--- src/rtl/rxw_pkg.sv ---
package rxw_pkg;

    typedef enum logic [1:0] {
        LK_IDLE   = 2'd0,
        LK_STROBE = 2'd1,
        LK_GAP    = 2'd2
    } link_st_e;

    typedef struct packed {
        logic empty;
        logic full;
    } fifo_flags_t;

    // True when a queue of the given fill state can take another entry.
    function automatic logic has_room(input fifo_flags_t f);
        return !f.full;
    endfunction

    // True when a queue of the given fill state can deliver an entry.
    function automatic logic has_data(input fifo_flags_t f);
        return !f.empty;
    endfunction

endpackage

--- src/rtl/rxw_link.sv ---
module rxw_link
    import rxw_pkg::*;
#(
    parameter int BYTE_W        = 8,
    parameter int STROBE_CYCLES = 4
) (
    input  logic              clk,
    input  logic              rst,
    input  logic              clear_i,
    input  logic              hdr_load_i,
    input  logic              hdr_done_i,
    input  logic              peer_rdy_i,
    input  logic              room_i,
    output logic              accept_o,
    output logic              peer_stb_n_o
);
    localparam int CW = (STROBE_CYCLES > 1) ? $clog2(STROBE_CYCLES) : 1;
    localparam logic [CW-1:0] LAST = CW'(STROBE_CYCLES - 1);

    link_st_e        st_q;
    logic [CW-1:0]   cnt_q;
    logic            masked_q;
    logic            stb_n_q;

    assign accept_o = (st_q == LK_IDLE) && !masked_q && peer_rdy_i && room_i
                      && !clear_i && !hdr_load_i;
    assign peer_stb_n_o = stb_n_q;

    always_ff @(posedge clk) begin
        if (rst || clear_i) begin
            masked_q <= 1'b1;
        end else if (hdr_done_i) begin
            masked_q <= 1'b0;
        end
    end

    always_ff @(posedge clk) begin
        if (rst || clear_i) begin
            st_q    <= LK_IDLE;
            cnt_q   <= '0;
            stb_n_q <= 1'b1;
        end else begin
            unique case (st_q)
                LK_IDLE: begin
                    if (accept_o) begin
                        st_q    <= LK_STROBE;
                        cnt_q   <= '0;
                        stb_n_q <= 1'b0;
                    end
                end
                LK_STROBE: begin
                    if (cnt_q == LAST) begin
                        st_q    <= LK_GAP;
                        stb_n_q <= 1'b1;
                    end else begin
                        cnt_q <= cnt_q + 1'b1;
                    end
                end
                LK_GAP: begin
                    st_q <= LK_IDLE;
                end
                default: begin
                    st_q    <= LK_IDLE;
                    stb_n_q <= 1'b1;
                end
            endcase
        end
    end

endmodule

--- src/rtl/rxw_fifo.sv ---
module rxw_fifo
    import rxw_pkg::*;
#(
    parameter int DATA_W = 8,
    parameter int DEPTH  = 64
) (
    input  logic              clk,
    input  logic              rst,
    input  logic              flush_i,
    input  logic              push_i,
    input  logic [DATA_W-1:0] push_data_i,
    input  logic              pop_i,
    output logic [DATA_W-1:0] head_o,
    output fifo_flags_t       flags_o
);
    localparam int AW = $clog2(DEPTH);

    logic [DATA_W-1:0] mem [DEPTH];
    logic [AW:0]       wptr_q;
    logic [AW:0]       rptr_q;
    logic              do_push;
    logic              do_pop;

    assign flags_o.empty = (wptr_q == rptr_q);
    assign flags_o.full  = (wptr_q[AW] != rptr_q[AW]) &&
                           (wptr_q[AW-1:0] == rptr_q[AW-1:0]);

    assign do_push = push_i && has_room(flags_o) && !flush_i;
    assign do_pop  = pop_i && has_data(flags_o) && !flush_i;
    assign head_o  = mem[rptr_q[AW-1:0]];

    always_ff @(posedge clk) begin
        if (do_push) begin
            mem[wptr_q[AW-1:0]] <= push_data_i;
        end
    end

    always_ff @(posedge clk) begin
        if (rst || flush_i) begin
            wptr_q <= '0;
            rptr_q <= '0;
        end else begin
            if (do_push) wptr_q <= wptr_q + 1'b1;
            if (do_pop)  rptr_q <= rptr_q + 1'b1;
        end
    end

endmodule

--- src/rtl/rxw_pack.sv ---
module rxw_pack
    import rxw_pkg::*;
#(
    parameter int BYTE_W         = 8,
    parameter int WORD_BYTES     = 3,
    parameter int TIMEOUT_CYCLES = 2_000_000
) (
    input  logic                         clk,
    input  logic                         rst,
    input  logic                         clear_i,
    input  logic [BYTE_W-1:0]            byte_i,
    input  logic                         avail_i,
    input  logic                         rd_i,
    output logic                         pop_o,
    output logic [BYTE_W*WORD_BYTES-1:0] word_o,
    output logic                         seq_o,
    output logic                         rdy_o,
    output logic                         tto_o
);
    localparam int WORD_W = BYTE_W * WORD_BYTES;
    localparam int IW     = $clog2(WORD_BYTES);
    localparam int TW     = $clog2(TIMEOUT_CYCLES + 1);
    localparam logic [IW-1:0] LAST_IDX = IW'(WORD_BYTES - 1);
    localparam logic [TW-1:0] TMR_END  = TW'(TIMEOUT_CYCLES - 1);

    logic [IW-1:0]     idx_q;
    logic [TW-1:0]     tmr_q;
    logic [WORD_W-1:0] build_q;
    logic [WORD_W-1:0] out_q;
    logic              rdy_q;
    logic              tto_q;
    logic              expire;
    logic              last;
    logic [WORD_W-1:0] shifted;

    assign seq_o   = (idx_q != '0);
    assign expire  = seq_o && (tmr_q == TMR_END);
    assign last    = (idx_q == LAST_IDX);
    assign pop_o   = avail_i && (!rdy_q || rd_i) && !expire && !clear_i;
    assign shifted = {build_q[WORD_W-BYTE_W-1:0], byte_i};

    assign word_o = out_q;
    assign rdy_o  = rdy_q;
    assign tto_o  = tto_q;

    always_ff @(posedge clk) begin
        if (rst || clear_i) begin
            idx_q   <= '0;
            tmr_q   <= '0;
            build_q <= '0;
            out_q   <= '0;
            rdy_q   <= 1'b0;
            tto_q   <= 1'b0;
        end else begin
            tto_q <= expire;
            if (expire) begin
                idx_q <= '0;
                tmr_q <= '0;
            end else begin
                if (seq_o && !(pop_o && last)) tmr_q <= tmr_q + 1'b1;
                else                           tmr_q <= '0;
                if (pop_o) begin
                    build_q <= shifted;
                    if (last) idx_q <= '0;
                    else      idx_q <= idx_q + 1'b1;
                end
            end
            if (pop_o && last && !expire) begin
                out_q <= shifted;
                rdy_q <= 1'b1;
            end else if (rd_i) begin
                rdy_q <= 1'b0;
            end
        end
    end

endmodule

--- src/rtl/rx_word_packer.sv ---
module rx_word_packer
    import rxw_pkg::*;
#(
    parameter int BYTE_W         = 8,
    parameter int WORD_BYTES     = 3,
    parameter int FIFO_DEPTH     = 64,
    parameter int STROBE_CYCLES  = 4,
    parameter int TIMEOUT_CYCLES = 2_000_000
) (
    input  logic                         clk,
    input  logic                         rst,
    input  logic                         clear_i,
    input  logic                         hdr_load_i,
    input  logic                         hdr_done_i,
    input  logic                         peer_rdy_i,
    input  logic [BYTE_W-1:0]            peer_data_i,
    output logic                         peer_stb_n_o,
    input  logic                         word_rd_i,
    output logic [BYTE_W*WORD_BYTES-1:0] word_o,
    output logic                         seq_o,
    output logic                         rdy_o,
    output logic                         fifo_room_o,
    output logic                         tto_set_o
);
    logic              accept;
    logic              pop;
    logic [BYTE_W-1:0] head;
    fifo_flags_t       flags;

    assign fifo_room_o = has_room(flags);

    rxw_link #(
        .BYTE_W        (BYTE_W),
        .STROBE_CYCLES (STROBE_CYCLES)
    ) u_link (
        .clk          (clk),
        .rst          (rst),
        .clear_i      (clear_i),
        .hdr_load_i   (hdr_load_i),
        .hdr_done_i   (hdr_done_i),
        .peer_rdy_i   (peer_rdy_i),
        .room_i       (fifo_room_o),
        .accept_o     (accept),
        .peer_stb_n_o (peer_stb_n_o)
    );

    rxw_fifo #(
        .DATA_W (BYTE_W),
        .DEPTH  (FIFO_DEPTH)
    ) u_fifo (
        .clk         (clk),
        .rst         (rst),
        .flush_i     (clear_i || hdr_load_i),
        .push_i      (accept),
        .push_data_i (peer_data_i),
        .pop_i       (pop),
        .head_o      (head),
        .flags_o     (flags)
    );

    rxw_pack #(
        .BYTE_W         (BYTE_W),
        .WORD_BYTES     (WORD_BYTES),
        .TIMEOUT_CYCLES (TIMEOUT_CYCLES)
    ) u_pack (
        .clk     (clk),
        .rst     (rst),
        .clear_i (clear_i),
        .byte_i  (head),
        .avail_i (has_data(flags) && !hdr_load_i),
        .rd_i    (word_rd_i),
        .pop_o   (pop),
        .word_o  (word_o),
        .seq_o   (seq_o),
        .rdy_o   (rdy_o),
        .tto_o   (tto_set_o)
    );

endmodule

--- config.mk ---
export PLATFORM = sky130hd
export DESIGN_NAME = rx_word_packer
export DESIGN_NICKNAME = d
export VERILOG_FILES = /design/src/rtl/rxw_pkg.sv /design/src/rtl/rxw_link.sv /design/src/rtl/rxw_fifo.sv /design/src/rtl/rxw_pack.sv /design/src/rtl/rx_word_packer.sv
export SDC_FILE = /design/constraint.sdc
export NUM_CORES = 1
export LEC_CHECK = 0
export ABC_AREA = 1
export BUFFER_PORTS_ARGS = -buffer_cell sky130_fd_sc_hd__buf_2
export CAP_MARGIN = 20
export CORE_MARGIN = 2
export CORE_UTILIZATION = 35
export DETAILED_ROUTE_END_ITERATION = 8
export PLACE_DENSITY = 0.46
export SLEW_MARGIN = 0
export SYNTH_ARGS = -nofsm -noshare
export SYNTH_HDL_FRONTEND = slang
export SYNTH_SLANG_ARGS = --single-unit
--- constraint.sdc ---
create_clock -name clk -period 6.2 [get_ports clk]
set_input_delay 0.31 -clock clk [delete_from_list [all_inputs] [get_ports clk]]
set_output_delay 0.31 -clock clk [all_outputs]
set_load 0.02 [all_outputs]
==> results of run 1 <==
==> worst max-delay path by stage <==
stage / slack, ns / to / cells past startpoint
final: 2.41 / u_fifo.mem[45][6]$_DFFE_PP_ / 9
after global placement: 2.51 / u_fifo.mem[45][0]$_DFFE_PP_ / 7
after detailed placement: 2.49 / u_fifo.mem[37][5]$_DFFE_PP_ / 7
after CTS: 2.49 / u_fifo.mem[45][6]$_DFFE_PP_ / 7
after floorplan: 3.73 / u_fifo.mem[63][0]$_DFFE_PP_ / 10
after global routing: 2.20 / u_fifo.mem[45][1]$_DFFE_PP_ / 9
==> metal layers <==
layer  GRT usage [%]  wire [um]
met5               0          0
met4            5.65       1730
met3            3.85       3700
met2            30.3      31900
met1            25.8      31100
==> stage by stage <==
step           util (%)  setup slack, ns  cell area, um^2
5_1_grt            39.7             2.20            27700
6_report           39.7             2.41            27700
2_1_floorplan         -             3.73            24600
4_1_cts            39.7             2.49            27700
3_3_place_gp       36.7             2.51            25600
3_5_place_dp       36.7             2.49            25600
==> power groups by stage <==
| stage | Clock, mW | Combinational (mW) | Sequential, mW |
|---|---|---|---|
| floorplan | 0 | 0.0110 | 4.48 |
| global placement | 0 | 0.0921 | 4.48 |
| detailed placement | 0 | 0.0931 | 4.48 |
| CTS | 3.89 | 0.0932 | 4.39 |
| global route | 4.04 | 0.0997 | 4.39 |
| finish | 3.79 | 0.0913 | 4.39 |
==> state kept, by name (all words and copies together), names as in the netlist, named ones only <==
signal,count
u_fifo.wptr_q,7
u_link.st_q,2
u_fifo.rptr_q,7
u_fifo.mem,512
u_pack.idx_q,2
u_pack.word_o,24
u_link.masked_q,1
u_pack.rdy_o,1
u_pack.build_q,16
u_link.peer_stb_n_o,1
u_pack.tto_o,1
u_link.cnt_q,2
u_pack.tmr_q,21
==> worst register-to-register path, cell delays in order (launching register included) <==
cell,delay [ns]
dfxtp_1,0.39
inv_1,0.20
nand2_1,0.08
nand4_1,0.08
nor2_1,0.07
nand3_1,0.09
nand2_1,0.26
nor2_1,0.37
nand3_1,0.91
nor2_1,0.95
==> final cells by class <==
class                   instances  area share, %
multi-input cells            1485           23.5
flip-flops and latches        603           62.2
well taps                     940           4.25
clock inverters                31          0.873
repair buffers                 66           1.41
inverters                      90           1.26
clock buffers                  88           6.57
==> cells in the mapped netlist, types with 4 or more instances <==
library cell,number
buf_1,20
inv_1,84
o21ai_0,21
ha_1,4
nor3b_1,4
nor3_1,13
xor2_1,10
dfxtp_1,91
xnor2_1,4
nand4_1,7
nand2_1,762
buf_2,57
edfxtp_1,512
clkbuf_1,48
nor2_1,111
a21oi_1,60
nand3_1,476
inv_2,5
buf_4,4
==> logic make-up after synthesis <==
logic type,synth area share (%)
buf+inv,3.69
compound gates,1.73
fa+ha+maj,0.203
simple gates,24.0
flops,69.9
xor+xnor,0.498
==> key figures, run 1 <==
Critical path
  – Reg2Reg Setup Slack: 2.41 ns
  – Crit path cell chain: inv_1 -> nand2_1 -> nand4_1 -> nor2_1 -> nand3_1 -> nand2_1 -> nor2_1 -> nand3_1 -> nor2_1
  – Crit path max-delay family: simple AND/OR/NAND/NOR gates
  – Setup CP Type: reg2reg
  – Critical path launch point type: register
  – Critical path's largest stage delay: 0.94 ns
  – CP required: 6.42 ns
  – Worst Setup End Kind: register
  – Crit. Startpoint: u_fifo.wptr_q[2]$_SDFFE_PP0P_
  – Crit-path slowest cell: nor2_1
  – FF-to-FF End: u_fifo.mem[45][6]$_DFFE_PP_
  – Buf+Inv Stages, Crit Path: 1
  – Worst r2r path cells: 9
  – Critical Path AT: 4.00 ns
  – Critical Path Fanout Max: 11
  – CP dominant cell by count: nor2_1
  – Reg-to-Reg Start: u_fifo.wptr_q[2]$_SDFFE_PP0P_

Timing
  – FMAX: 0.264 GHz
  – # setup viols final: 0
  – Setup_tns: 0 ns
  – Final Slew Violations: 0
  – Crit share post-route: 61.1%
  – RSZ-0062 raised after global routing: false
  – Slew @ Worst Pin: 1.16 ns
  – Crit path time final: 3.79 ns
  – Slew headroom: 22.3%
  – Fin. Hold Viols: 0
  – Hold slack: 0.0535 ns
  – Worst Skew: 0.0241 ns

Worst hold path
  – HP Start: word_rd_i
  – Hold depth: 3
  – Hold Path End: u_pack.rdy_o$_SDFFE_PP0P_
  – Hold/Removal Path Class: in2reg

Power and ir drop
  – Max VDD drop: 0.218 mV
  – Combinational power share: 1.1%
  – Clock network power share: 45.8%
  – Power Dens Cells: 299 nW/um^2
  – Psw: 1.68 mW
  – Final Total Pwr: 8.28 mW
  – Sw Share: 20.3%
  – Static Leakage: 9.77 nW
  – Cell internal pwr: 6.60 mW
  – Flop pwr share: 53.1%

Routing
  – Via Count: 16600
  – First-iteration detailed-routing DRC count: 1500
  – Routed vias/inst: 5.01
  – Detailed Route WL: 68400 um
  – DRT Pass-1 Iters: 7
  – DRC errors left: 0
  – DR WL/cell: 20.7 um
  – ANT nets after route: 0

Yosys
  – Synth top area share: 62.5%
  – Ys flop type: edfxtp_1
  – Netlist cell types: 33
  – Syn nets: 2326
  – Biggest area consumer among synthesized cells: edfxtp_1
  – Asr flop ratio synth: 0%
  – Largest cells by area after synthesis: edfxtp_1 (62%), nand2_1 (12%), nand3_1 (9.7%), dfxtp_1 (7.4%), nor2_1 (1.7%)
  – Mapped cell area: 24600 um^2
  – EDFF count, synth: 512
  – Syn Inst Count: 2307
  – Synth Register Bits: 603
  – Part of the Yosys area used for sequential elements: 69.9%
  – Syn Area/Cell: 10.7 um^2
  – Synth Warn #: 0

Layout
  – FF+latch area: 17200 um^2
  – Commonest non-fill, non-tap cell in the layout: nand2_1
  – Multi-input logic area: 6490 um^2
  – Synth-to-Final Area Change: 12.5%
  – Antenna Cells: 0
  – Fillcell total: 6819
  – Most frequent cells in the layout: nand2_1 (762), edfxtp_1 (512), nand3_1 (476)
  – Layout Cells excl Fill: 3303
  – # nets final: 2333
  – Share of layout cells above drive strength 1: 7.15%

Global routing
  – Total GRT Usage: 18.9%
  – Largest net degree at the start of global routing: 109
  – First-pass GRT wire length: 104000 um
  – GR Overflow Total: 0
  – Vias in the first global route: 16300
  – Antenna violations before repair: 0

Clock tree
  – Clock transition at the registers of the reported paths: 0.06 ns
  – CTS buffer count: 68
  – Clock sink count: 603
  – Post-CTS setup buffer count: 0
  – Post-CTS resize count: 0
  – Buffer depth of the longest clock path: 3
  – Clk root buf: clkbuf_16
  – Clock Latency Late Sink: 0.61 ns
  – CTS tree: yes
  – Htree depth: 3
  – CTS Hold Bufs: 1

Place
  – Input/output buffers: 43
  – Inst Count DP: 3183
  – Final GP Congestion: 0.814
  – HPWL after DPL: 39700 um

Die
  – I/O Pins: 44
  – Die width: 269 um
  – Die Ht: 269 um
  – Cell Rows: 97
  – Starting Density: 35.3%
  – Core Region: 69800 um^2
  – Die Area: 72400 um^2

Run status
  – Status: complete, no violations

Run
  – Max-Cap Viols: 0
Power figures use the tool's default switching activity.
==> run 2, diff against run 1 <==
--- a/config.mk
+++ b/config.mk
@@ -11,7 +11,7 @@
 export CORE_MARGIN = 2
 export CORE_UTILIZATION = 35
 export DETAILED_ROUTE_END_ITERATION = 8
-export PLACE_DENSITY = 0.46
+export PLACE_DENSITY = 0.48
 export SLEW_MARGIN = 0
 export SYNTH_ARGS = -nofsm -noshare
 export SYNTH_HDL_FRONTEND = slang
==> constraint.sdc (replaced) <==
create_clock -name clk -period 3.11 [get_ports clk]
set_input_delay 0.1555 -clock clk [delete_from_list [all_inputs] [get_ports clk]]
set_output_delay 0.1555 -clock clk [all_outputs]
set_load 0.02 [all_outputs]
==> run 2 against run 1 <==
Die area unchanged. Critical endpoint is now u_fifo.mem[17][0]$_DFFE_PP_. Non-clock buffer count up 99. Via count up 2.1%. Maximum frequency up 36%. Clock power up 110%. Sequential cell count unchanged. Sequential share of layout area down 2.2 points. Clock-buffer cell count down 2. Combinational power up 140%. Critical path type unchanged.
==> key figures, run 2 (synthesis results as in run 1) <==
Critical path
  – Crit. Startpoint: u_fifo.wptr_q[4]$_SDFFE_PP0P_
  – FF-to-FF End: u_fifo.mem[17][0]$_DFFE_PP_
  – Reg2Reg Setup Slack: 0.31 ns
  – Critical path's largest stage delay: 0.56 ns
  – Critical path launch point type: register
  – Critical Path AT: 3.01 ns
  – Crit path max-delay family: simple AND/OR/NAND/NOR gates
  – Crit-path slowest cell: nor2_1
  – Worst r2r path cells: 8
  – Reg-to-Reg Start: u_fifo.wptr_q[4]$_SDFFE_PP0P_
  – Worst Setup End Kind: register
  – Setup CP Type: reg2reg
  – Critical Path Fanout Max: 8
  – Crit path cell chain: xor2_1 -> nor3_1 -> nand3_1 -> nand2_1 -> nor2_1 -> nand3_1 -> buf_4 -> nor2_1
  – Buf+Inv Stages, Crit Path: 1
  – CP required: 3.33 ns

Clock tree
  – Clock sink count: 603
  – Clk root buf: clkbuf_16
  – CTS tree: yes
  – Post-CTS setup buffer count: 0
  – CTS buffer count: 68
  – Htree depth: 3
  – Clock Latency Late Sink: 0.60 ns
  – Clock transition at the registers of the reported paths: 0.06 ns
  – Buffer depth of the longest clock path: 3

Worst hold path
  – HP Start: peer_data_i[6]
  – Hold/Removal Path Class: in2reg
  – Hold Path End: u_fifo.mem[34][6]$_DFFE_PP_
  – Hold depth: 1

Timing
  – # setup viols final: 0
  – Slew @ Worst Pin: 0.939 ns
  – Crit path time final: 2.80 ns
  – Slew headroom: 37.4%
  – Crit share post-route: 89.9%
  – FMAX: 0.358 GHz
  – Setup_tns: 0 ns
  – RSZ-0062 raised after global routing: false
  – Worst Skew: 0.0198 ns
  – Fin. Hold Viols: 0
  – Final Slew Violations: 0

Die
  – Die Ht: 269 um
  – I/O Pins: 44
  – Die width: 269 um
  – Cell Rows: 97
  – Core Region: 69800 um^2
  – Die Area: 72400 um^2
  – Starting Density: 35.3%

Global routing
  – GR Overflow Total: 0
  – Total GRT Usage: 19.0%
  – Largest net degree at the start of global routing: 117
  – First-pass GRT wire length: 105000 um
  – Antenna violations before repair: 0
  – Vias in the first global route: 16900

Power and ir drop
  – Sw Share: 20.1%
  – Combinational power share: 1.3%
  – Clock network power share: 46.4%
  – Max VDD drop: 0.400 mV
  – Power Dens Cells: 584 nW/um^2
  – Final Total Pwr: 16.7 mW
  – Psw: 3.36 mW
  – Cell internal pwr: 13.4 mW
  – Static Leakage: 10.4 nW
  – Flop pwr share: 52.3%

Layout
  – Final Core Density: 41.1%
  – Most frequent cells in the layout: nand2_1 (762), edfxtp_1 (512), nand3_1 (475)
  – Commonest non-fill, non-tap cell in the layout: nand2_1
  – Number of flip-flops in the largest register: 512
  – Layout Cells excl Fill: 3406
  – Antenna Cells: 0
  – Share of layout cells above drive strength 1: 10.9%
  – # nets final: 2432
  – Synth-to-Final Area Change: 16.6%

Routing
  – Routed vias/inst: 4.96
  – Via Count: 16900
  – First-iteration detailed-routing DRC count: 1644
  – DR WL/cell: 20.2 um
  – DRT Pass-1 Iters: 6
  – Detailed Route WL: 69000 um
  – DRC errors left: 0
  – ANT nets after route: 0

Place
  – HPWL after DPL: 42700 um
  – Final GP Congestion: 0.875
  – Input/output buffers: 43
  – Inst Count DP: 3275

Run
  – Max-Cap Viols: 0

Run status
  – Status: complete, no violations
## run 2: how the worst max path moves through the flow
stage / end / slack (ns) / cells after the start
6_report: u_fifo.mem[17][0]$_DFFE_PP_ / 0.31 / 8
5_1_grt: u_fifo.mem[17][0]$_DFFE_PP_ / 0.09 / 9
3_3_place_gp: u_fifo.mem[37][3]$_DFFE_PP_ / 0.14 / 7
3_5_place_dp: u_fifo.mem[37][0]$_DFFE_PP_ / 0.10 / 7
4_1_cts: u_fifo.mem[37][5]$_DFFE_PP_ / 0.15 / 8
2_1_floorplan: u_fifo.mem[63][0]$_DFFE_PP_ / 0.64 / 10
## run 2: power by group through the flow
stage	logic, mW	clock network [mW]	registers [mW]
floorplan	0.0219	0	8.93
detailed placement	0.221	0	8.93
finish	0.219	7.77	8.76
CTS	0.225	7.96	8.76
global placement	0.218	0	8.93
global route	0.236	8.28	8.75
## run 2: layout make-up
| type | instances | area (um^2) |
|---|---|---|
| fill | 6712 | 41100 |
| sequential | 603 | 17200 |
| clock inverter | 37 | 317 |
| tap | 940 | 1180 |
| inverter | 90 | 345 |
| timing repair buffer | 165 | 1310 |
| clock buffer | 86 | 1830 |
| multi-input combinational | 1485 | 6500 |
## run 2: routing by layer
metal	up-vias	part of all wire [%]	track usage (%)
li1	8128	-	-
met1	8236	45	25.8
met2	427	47	30.9
met3	113	5.0	3.25
met4	0	3.0	6.22
met5	-	0	0
## run 2: metrics by stage
step	worst slack, ns	hold WS, ns	cell area (um^2)
floorplan	0.640	0.254	24600
finish	0.315	0.0425	28700
global placement	0.140	0.386	26400
global route	0.0905	0.0397	28700
detailed placement	0.104	0.380	26400
CTS	0.150	0.0141	28700
## run 2: repair_timing
action / in CTS / in global routing
endpoints found under the setup margin: 0 / 23
endpoints found under the hold margin: 9 / 0
hold buffers: 7 / 0
gates resized for setup: 0 / 3
## run 2: worst reg2reg max path: cells and delay by family, from the launching register on
family | cells | cell delay [ns]
buf+inv | 1 | 0.22
flops | 1 | 0.51
xor+xnor | 1 | 0.20
simple gates | 6 | 1.48
==> run 3, diff against run 2 <==
--- a/config.mk
+++ b/config.mk
@@ -5,7 +5,6 @@
 export SDC_FILE = /design/constraint.sdc
 export NUM_CORES = 1
 export LEC_CHECK = 0
-export ABC_AREA = 1
 export BUFFER_PORTS_ARGS = -buffer_cell sky130_fd_sc_hd__buf_2
 export CAP_MARGIN = 20
 export CORE_MARGIN = 2
==> run 3 against run 2 <==
Clock-buffer cell count fell by 11. Cell area fell by 4.1%. Sequential share of layout area rose by 2.5 points. Critical endpoint is now u_fifo.mem[41][2]$_DFFE_PP_. Largest power group unchanged.
==> key figures, run 3 <==
Yosys
  – Post-synthesis simple-gate area fraction: 5.10%
  – Synth Warn #: 0
  – Asr flop ratio synth: 0%
  – Compound-cell area share of the yosys netlist: 4.74%
  – EDFF count, synth: 512
  – Mapped cell area: 23500 um^2
  – Syn Area/Cell: 16.5 um^2
  – Synth top area share: 65.3%
  – Netlist cell types: 44
  – Syn Inst Count: 1426
  – Synth Register Bits: 603
  – Syn nets: 1445
  – Ys flop type: edfxtp_1
  – Post-synth top cells: edfxtp_1 (512), mux2i_1 (212), nor2_1 (142), dfxtp_1 (91), a22oi_1 (78)
  – Largest cells by area after synthesis: edfxtp_1 (65%), mux2i_1 (9.0%), dfxtp_1 (7.7%), mux4_2 (4.6%), a22oi_1 (2.5%)
  – XOR/XNOR Fraction of Synth Area: 1.41%
  – Post-Synth Adder-Cell Area: 0.213%
  – Largest family of logic cells by synthesized area: multiplexers
  – Biggest area consumer among synthesized cells: edfxtp_1
  – Post-synthesis mux area share: 13.6%
  – Most common cell in the synthesized netlist: edfxtp_1
  – Part of the Yosys area used for sequential elements: 73.1%

Power and ir drop
  – Sw Share: 20.0%
  – Flop pwr share: 53.2%
  – Psw: 3.30 mW
  – Combinational power share: 1.1%
  – Power Dens Cells: 598 nW/um^2
  – Clock network power share: 45.7%
  – Cell internal pwr: 13.2 mW
  – Final Total Pwr: 16.5 mW
  – Max VDD drop: 0.425 mV
  – Static Leakage: 8.46 nW

Global routing
  – Total GRT Usage: 17.0%
  – GR Overflow Total: 0
  – Vias in the first global route: 13000
  – First-pass GRT wire length: 87100 um
  – Antenna violations before repair: 1
  – Largest net degree at the start of global routing: 65

Routing
  – Max Used Layer: met4
  – Met1 Routed Length: 27200 um
  – DRT Pass-1 Iters: 5
  – Met2 WL post-DR: 27900 um
  – Routed wl met3: 2410 um
  – ANT nets after route: 0
  – Detailed Route WL: 58700 um
  – DR WL/cell: 23.7 um
  – Routed vias/inst: 5.08
  – DRC errors left: 0
  – First-iteration detailed-routing DRC count: 1023
  – Via Count: 12600

Clock tree
  – CTS buffer count: 61
  – Post-CTS setup buffer count: 0
  – Htree depth: 2
  – CTS tree: yes
  – Clock Latency Late Sink: 0.64 ns
  – Clk root buf: clkbuf_16
  – Post-CTS resize count: 0
  – Buffer depth of the longest clock path: 3
  – Clock transition at the registers of the reported paths: 0.06 ns
  – CTS Hold Bufs: 7
  – Clock sink count: 603

Layout
  – Synth-to-Final Area Change: 16.9%
  – Commonest non-fill, non-tap cell in the layout: edfxtp_1
  – Antenna Cells: 0
  – Most frequent cells in the layout: edfxtp_1 (512), mux2i_1 (212), nor2_1 (141)
  – Number of flip-flops in the largest register: 512
  – Fillcell total: 6038
  – Share of layout cells above drive strength 1: 18.8%
  – Layout Cells excl Fill: 2474
  – # nets final: 1567

Die
  – Die width: 263 um
  – Die Area: 69300 um^2
  – I/O Pins: 44
  – Core Region: 66900 um^2
  – Starting Density: 35.2%
  – Die Ht: 263 um
  – Cell Rows: 95

Timing
  – Fin. Hold Viols: 0
  – Final Slew Violations: 0
  – Crit share post-route: 89.1%
  – Slew @ Worst Pin: 1.06 ns
  – RSZ-0062 raised after global routing: false
  – # setup viols final: 0
  – Worst setup margin: 0.340 ns
  – FMAX: 0.361 GHz
  – Slew headroom: 29.3%
  – Setup_tns: 0 ns
  – Crit path time final: 2.77 ns
  – Worst Skew: 0.0260 ns

Place
  – Inst Count DP: 2351
  – Post-Place Setup Slack: 0.330 ns
  – Final GP Congestion: 0.774
  – Input/output buffers: 43
  – HPWL after DPL: 37500 um

Run status
  – Status: complete, no violations

Critical path
  – CP required: 3.35 ns
  – Critical Path AT: 3.01 ns
  – Critical Path Fanout Max: 10
  – Setup CP Type: reg2reg
  – Worst Setup End Kind: register
  – Critical path launch point type: register

Run
  – Max-Cap Viols: 0

Worst hold path
  – Hold/Removal Path Class: in2reg
run 3: cell families (layout without fill, tap and decap cells):
family	Yosys count	count (layout)
buffers and inverters	93	268
AOI/OAI and AO/OA	167	167
adders and majority gates	4	4
DFF	603	603
muxes	260	260
xor gates and xnor gates	38	38
and+or+nand+nor	261	261
run 3: worst max-delay path: stages, from the launching register on:
cell	delay [ns]
dfxtp_1	0.51
xor2_1	0.18
nor4_1	0.09
a31oi_1	0.24
nor2b_1	0.21
buf_4	0.14
nand3b_1	0.08
buf_4	0.20
nor2_1	0.70
run 3: path summary, 6_finish.rpt:
kind	start	end	slack, ns	cells past startpoint
setup / recovery	u_fifo.wptr_q[0]$_SDFFE_PP0P_	u_fifo.mem[41][2]$_DFFE_PP_	0.34	8
hold / removal	peer_data_i[3]	u_fifo.mem[53][3]$_DFFE_PP_	0.1	1
setup reg to reg	u_fifo.wptr_q[0]$_SDFFE_PP0P_	u_fifo.mem[41][2]$_DFFE_PP_	0.34	8
hold reg to reg	u_pack.tmr_q[0]$_SDFF_PP0_	u_pack.tmr_q[0]$_SDFF_PP0_	0.46	1
run 3: power by group through the flow:
stage	logic (mW)	registers [mW]	clock network, mW
6_report	0.186	8.76	7.52
5_1_grt	0.204	8.75	8.02
4_1_cts	0.192	8.75	7.71
3_5_place_dp	0.185	8.93	0
3_3_place_gp	0.176	8.93	0
2_1_floorplan	0.0191	8.93	0
run 3: stage by stage:
| stage | hold WS (ns) | utilization, % | area, um^2 |
|---|---|---|---|
| 3_3_place_gp | 0.360 | 37.8 | 25300 |
| 3_5_place_dp | 0.361 | 37.9 | 25400 |
| 6_report | 0.0966 | 41.1 | 27500 |
| 4_1_cts | 0.0495 | 41.1 | 27500 |
| 2_1_floorplan | 0.254 | - | 23500 |
| 5_1_grt | 0.0682 | 41.1 | 27500 |
run 3: cell type report:
cell class | count | area, um^2 | share of cell area [%]
clock buffers | 75 | 1660 | 6.04
clock inverters | 41 | 415 | 1.51
inverters | 7 | 26.3 | 0.0955
multi-input cells | 730 | 5940 | 21.6
flip-flops and latches | 603 | 17200 | 62.5
well taps | 873 | 1090 | 3.97
repair buffers | 145 | 1170 | 4.27
run 3: per-layer routing:
layer / track usage [%] / vias to the layer above
li1: - / 5796
met1: 23.8 / 6470
met2: 27.7 / 240
met3: 2.87 / 74
met4: 4.11 / 0
met5: 0 / -
